**src/rtl/bdir_port_pkg.sv**
```systemverilog
package bdir_port_pkg;

  typedef enum logic [1:0] {
    SEL_DATA = 2'd0,
    SEL_AUX  = 2'd1,
    SEL_STAT = 2'd2,
    SEL_CTRL = 2'd3
  } bus_sel_e;

  localparam int unsigned LINE_INTR = 3;
  localparam int unsigned LINE_STB  = 4;
  localparam int unsigned LINE_IBF  = 5;
  localparam int unsigned LINE_ACK  = 6;
  localparam int unsigned LINE_OBF  = 7;

  // Status byte: handshake flags at their pin positions, enables on stb/ack slots.
  function automatic logic [7:0] pack_status(
    input logic       obf_n_v,
    input logic       ie_out_v,
    input logic       ibf_v,
    input logic       ie_in_v,
    input logic       intr_v,
    input logic [2:0] lo_v
  );
    logic [7:0] s;
    s           = '0;
    s[LINE_OBF] = obf_n_v;
    s[LINE_ACK] = ie_out_v;
    s[LINE_IBF] = ibf_v;
    s[LINE_STB] = ie_in_v;
    s[LINE_INTR]= intr_v;
    s[2:0]      = lo_v;
    return s;
  endfunction

endpackage

```
**src/rtl/bdp_edge_sync.sv**
```systemverilog
module bdp_edge_sync #(
  parameter int unsigned STAGES    = 2,
  parameter bit          IDLE_LEVEL = 1'b1
) (
  input  logic clk,
  input  logic rst_n,
  input  logic din,
  output logic level,
  output logic fall,
  output logic rise
);
  localparam int unsigned DEPTH = (STAGES < 1) ? 2 : STAGES + 1;

  logic [DEPTH-1:0] chain;

  always_ff @(posedge clk or negedge rst_n) begin
    if (!rst_n) chain <= {DEPTH{IDLE_LEVEL}};
    else        chain <= {chain[DEPTH-2:0], din};
  end

  assign level = chain[DEPTH-2];
  assign fall  =  chain[DEPTH-1] & ~chain[DEPTH-2];
  assign rise  = ~chain[DEPTH-1] &  chain[DEPTH-2];
endmodule

```
**src/rtl/bdp_in_path.sv**
```systemverilog
module bdp_in_path #(
  parameter int unsigned DATA_W = 8
) (
  input  logic              clk,
  input  logic              rst_n,
  input  logic              clr,
  input  logic              stb_fall,
  input  logic [DATA_W-1:0] pin_data,
  input  logic              host_take,
  output logic [DATA_W-1:0] data_q,
  output logic              full_q
);
  always_ff @(posedge clk or negedge rst_n) begin
    if (!rst_n) begin
      data_q <= '0;
      full_q <= 1'b0;
    end else if (clr) begin
      full_q <= 1'b0;
    end else if (stb_fall) begin
      data_q <= pin_data;   // new byte wins over a same-cycle host read
      full_q <= 1'b1;
    end else if (host_take) begin
      full_q <= 1'b0;
    end
  end
endmodule

```
**src/rtl/bdp_out_path.sv**
```systemverilog
module bdp_out_path #(
  parameter int unsigned DATA_W = 8
) (
  input  logic              clk,
  input  logic              rst_n,
  input  logic              clr,
  input  logic              host_load,
  input  logic [DATA_W-1:0] host_data,
  input  logic              ack_fall,
  input  logic              ack_rise,
  output logic [DATA_W-1:0] data_q,
  output logic              full_q,
  output logic              done_q
);
  always_ff @(posedge clk or negedge rst_n) begin
    if (!rst_n) begin
      data_q <= '0;
      full_q <= 1'b0;
      done_q <= 1'b0;
    end else if (clr) begin
      full_q <= 1'b0;
      done_q <= 1'b0;
    end else if (host_load) begin
      data_q <= host_data;  // a load wins over a same-cycle acknowledge edge
      full_q <= 1'b1;
      done_q <= 1'b0;
    end else begin
      if (ack_fall) full_q <= 1'b0;
      if (ack_rise && !full_q) done_q <= 1'b1;
    end
  end
endmodule

```
**src/rtl/bdir_port_ctrl.sv**
```systemverilog
module bdir_port_ctrl
  import bdir_port_pkg::*;
#(
  parameter int unsigned DATA_W      = 8,
  parameter int unsigned SYNC_STAGES = 2
) (
  input  logic              clk,
  input  logic              rst_n,
  input  logic [1:0]        bus_sel,
  input  logic              bus_wr,
  input  logic              bus_rd,
  input  logic [DATA_W-1:0] bus_wdata,
  output logic [DATA_W-1:0] bus_rdata,
  input  logic [DATA_W-1:0] pa_in,
  output logic [DATA_W-1:0] pa_out,
  output logic              pa_oe,
  input  logic              stb_n,
  input  logic              ack_n,
  output logic              obf_n,
  output logic              ibf,
  output logic              intr,
  input  logic [2:0]        pc_lo_in
);
  localparam int unsigned LINE_W = 3;

  logic stb_lvl, stb_fall, stb_rise;
  logic ack_lvl, ack_fall, ack_rise;
  logic ctrl_wr, mode_wr, bsr_wr, data_wr, data_rd;
  logic [LINE_W-1:0] bsr_line;
  logic inte_out_q, inte_in_q;
  logic [DATA_W-1:0] in_data, out_data;
  logic in_full, out_full, out_done;
  logic [7:0] status;

  bdp_edge_sync #(.STAGES(SYNC_STAGES), .IDLE_LEVEL(1'b1)) u_stb_sync (
    .clk(clk), .rst_n(rst_n), .din(stb_n),
    .level(stb_lvl), .fall(stb_fall), .rise(stb_rise)
  );

  bdp_edge_sync #(.STAGES(SYNC_STAGES), .IDLE_LEVEL(1'b1)) u_ack_sync (
    .clk(clk), .rst_n(rst_n), .din(ack_n),
    .level(ack_lvl), .fall(ack_fall), .rise(ack_rise)
  );

  // Host decode
  assign ctrl_wr  = bus_wr && (bus_sel == SEL_CTRL);
  assign mode_wr  = ctrl_wr &&  bus_wdata[7];
  assign bsr_wr   = ctrl_wr && !bus_wdata[7];
  assign bsr_line = bus_wdata[3:1];
  assign data_wr  = bus_wr && (bus_sel == SEL_DATA);
  assign data_rd  = bus_rd && (bus_sel == SEL_DATA);

  // Interrupt enables, written by single-bit set/reset words
  always_ff @(posedge clk or negedge rst_n) begin
    if (!rst_n) begin
      inte_out_q <= 1'b0;
      inte_in_q  <= 1'b0;
    end else if (mode_wr) begin
      inte_out_q <= 1'b0;
      inte_in_q  <= 1'b0;
    end else if (bsr_wr) begin
      if (bsr_line == LINE_W'(LINE_ACK)) inte_out_q <= bus_wdata[0];
      if (bsr_line == LINE_W'(LINE_STB)) inte_in_q  <= bus_wdata[0];
    end
  end

  bdp_in_path #(.DATA_W(DATA_W)) u_in (
    .clk(clk), .rst_n(rst_n), .clr(mode_wr),
    .stb_fall(stb_fall), .pin_data(pa_in), .host_take(data_rd),
    .data_q(in_data), .full_q(in_full)
  );

  bdp_out_path #(.DATA_W(DATA_W)) u_out (
    .clk(clk), .rst_n(rst_n), .clr(mode_wr),
    .host_load(data_wr), .host_data(bus_wdata),
    .ack_fall(ack_fall), .ack_rise(ack_rise),
    .data_q(out_data), .full_q(out_full), .done_q(out_done)
  );

  // Pin side: drive gated directly by the acknowledge pin
  assign pa_out = out_data;
  assign pa_oe  = ~ack_n;
  assign obf_n  = ~out_full;
  assign ibf    = in_full;
  assign intr   = (in_full & inte_in_q) | (out_done & inte_out_q);

  assign status = pack_status(obf_n, inte_out_q, in_full, inte_in_q, intr, pc_lo_in);

  always_comb begin
    bus_rdata = '0;
    unique case (bus_sel)
      SEL_DATA: bus_rdata = in_data;
      SEL_STAT: bus_rdata = DATA_W'(status);
      default:  bus_rdata = '0;
    endcase
  end

  logic unused_lvl;
  assign unused_lvl = stb_lvl ^ ack_lvl ^ stb_rise;
endmodule

```
**config.mk**
```make
export PLATFORM = sky130hd
export DESIGN_NAME = bdir_port_ctrl
export DESIGN_NICKNAME = d
export VERILOG_FILES = /design/src/rtl/bdir_port_pkg.sv /design/src/rtl/bdp_edge_sync.sv /design/src/rtl/bdp_in_path.sv /design/src/rtl/bdp_out_path.sv /design/src/rtl/bdir_port_ctrl.sv
export SDC_FILE = /design/constraint.sdc
export NUM_CORES = 1
export LEC_CHECK = 0
export CAP_MARGIN = 20
export CORE_MARGIN = 10
export CORE_UTILIZATION = 30
export DETAILED_ROUTE_END_ITERATION = 10
export PLACE_DENSITY = 0.65
export SYNTH_ARGS = -nofsm -noshare
export SYNTH_HDL_FRONTEND = slang
export SYNTH_HIERARCHICAL = 1
export SYNTH_SLANG_ARGS = --single-unit
```
**constraint.sdc**
```tcl
create_clock -name clk -period 2.2 [get_ports clk]
set_clock_uncertainty 0.2 [all_clocks]
set_input_delay 0.44 -clock clk [delete_from_list [all_inputs] [get_ports clk]]
set_output_delay 0.44 -clock clk [all_outputs]
set_load 0.05 [all_outputs]
```
==> results_dict.tcl <==
set metrics [dict create \
    antenna_found_initial 0 \
    synth_cells 93 \
    syn_to_final_growth_pct 54.5 \
    antenna-diode-count 0 \
    end_kind "output pin" \
    wl_per_cell_um 15.8 \
    cp_data_required_time_ps 1560 \
    syn_avg_cell_area_um2 13.7 \
    hold_class "reg -> reg" \
    crit_end "pa_out[6]" \
    multiInputGateArea_um2 556 \
    syn_area_mm2 0.00128 \
    grt_setup_unrepaired "no" \
    p_comb_frac 0.377 \
    fin_util 0.487 \
    critPathKind "reg -> out" \
    gp_congestion 0.679 \
    routed_wirelength_um 3100 \
    status "finished clean" \
    cts_hold_buf 0 \
    p_per_area_mw_per_mm2 738 \
    grt_util_all_layers 0.0860 \
    drt_iter0_markers 34 \
    clock_latency_ps 280 \
    cp_slowest_stage_delay_ps 820 \
    yosysWarnings 6 \
    post-route-drc-count 0 \
    clk_pin_slew_worst_paths_ps 90 \
    tightest_slew_ps 507 \
    first_pass_iters 4 \
    grt_start_max_net_pins 28 \
    swShare 0.341 \
    clock_sinks 27 \
    grt.overflow.total 0 \
    post_drt_via_cell_ratio 4.58 \
    r2r_end "u_in/data_q[3]" \
    ff2ff_setup_slack_ps 470 \
    start_util 0.315 \
    clockBufferDepth 2 \
    reg2regPathDepth 3 \
    startpoint "u_out/data_q[6]" \
    timing.fmax_ghz 0.474 \
    setup_viol_count_final 0 \
    seq_power_share 0.419 \
    cts_root_buffer "clkbuf_8" \
    stdcell_area_mm2 0.00198 \
    fp-row-count 23 \
    io_buffers 46 \
    p_leak_uw 0.000870 \
    cp_data_arrival_time_ps 1470 \
    worstSetupPathDepth 1 \
    slew-limit-headroom 0.661 \
    critical-path-slowest-cell "clkdlybuf4s50_1" \
    io_pins 47 \
    drive_gt1_frac 0.363 \
    path_cells "clkdlybuf4s50_1" \
    ir_drop_v 0.000422 \
    regArea_um2 683 \
    path_max_fanout 2 \
    hold_viol_final 0 \
    p_switching_uw 497 \
    reg2reg_from "u_stb_sync/chain[2]" \
    first_global_vias 1021 \
    fin_setup_tns_ps 0 \
    cpLargestDelayFamily "buffers and inverters" \
    numCtsBuffers 3 \
    vias 897 \
    synth_fp_nets 120 \
    grt_pass1_wl_um 5100 \
    period_needed_ps 2110 \
    die_w_um 85.3 \
    drv_slew 0 \
    cts_tree "built" \
    core_mm2 0.00406 \
    start_kind "register" \
    antenna_left 0 \
    die_h_um 85.3 \
    die_area_mm2 0.00727 \
    hpwl_um 2430 \
    post-route-period-util 0.958 \
    pwr-share-clk 0.204 \
    p_int_uw 962 \
    maxCapViolCount 0 \
    placed_cell_area_mm2 0.00192 \
    fillCellCount 353 \
    h-tree-depth 1 \
    path_buf_inv 1 \
    nNetsFinal 174 \
]
[cell usage in the layout, fill, tap and decap left out, drive strengths merged]
cell type / n
a21oi: 2
a22o: 3
and2: 1
and2b: 1
and3: 2
and3b: 1
buf: 19
clkbuf: 3
clkdlybuf4s50: 33
clkinvlp: 1
dfrtp: 21
dfstp: 6
dlygate4sd2: 1
inv: 5
mux2: 16
mux2i: 8
nand2b: 2
nor2: 9
nor2b: 5
nor3b: 4
o21a: 1
o21ai: 2
[metal layers]
layer	track usage	vias up	share of wire
met5	0	-	0
met4	0.0314	0	0.0074
met3	0.0402	4	0.092
met2	0.132	36	0.46
met1	0.102	435	0.44
li1	-	422	-
[power by group through the flow]
stage                     clock [uW]  combinational, uW  sequential [uW]
final                            298                550              611
after global routing             326                577              623
after CTS                        302                557              613
after detailed placement           0                554              618
after global placement             0                546              619
after floorplan                    0                212              726
[worst register-to-register path: cells and delay by family (launching register included)]
kind          cells  cell delay, ps
mux               1             340
flops             1             520
simple gates      2             570
[repair_timing]
item,4_1_cts,5_1_grt
endpoints found under the setup margin,8,0
buffers inserted,0,0
gates resized for setup,2,0
[how the worst min path moves through the flow]
stage | endpoint | cells past startpoint | startpoint | slack [ps]
after CTS | u_stb_sync/chain[1] | 0 | u_stb_sync/chain[0] | 160
final | u_stb_sync/chain[1] | 0 | u_stb_sync/chain[0] | 160
after global placement | u_ack_sync/chain[1] | 0 | u_ack_sync/chain[0] | 150
after detailed placement | u_stb_sync/chain[1] | 0 | u_stb_sync/chain[0] | 150
after global routing | u_ack_sync/chain[1] | 0 | u_ack_sync/chain[0] | 170
after floorplan | inte_in_q | 0 | rst_n | -60
[sequential cells by signal, summed over array words and instances, names as in the netlist]
signal	flops
u_in/data_q	8
u_out/data_q	8
u_ack_sync/chain	3
u_stb_sync/chain	3
inte_in_q	1
inte_out_q	1
u_in/full_q	1
u_out/done_q	1
u_out/full_q	1
[per-stage QoR]
stage | hold slack, ps | total power, uW | setup slack (ps) | instances
5_1_grt | 169 | 1530 | 13.8 | 196
4_1_cts | 162 | 1470 | 69.1 | 196
3_3_place_gp | 146 | 1170 | -114 | 192
3_5_place_dp | 148 | 1170 | -169 | 192
6_report | 161 | 1460 | 91.5 | 196
2_1_floorplan | -55.6 | 938 | 60.7 | 93
[cell type report]
cell class,count,area share
clock buffers,3,0.0209
flip-flops and latches,27,0.346
multi-input cells,57,0.281
well taps,50,0.0317
clock inverters,1,0.00380
inverters,5,0.00950
repair buffers,53,0.307
(Power assumes the default switching activity.)
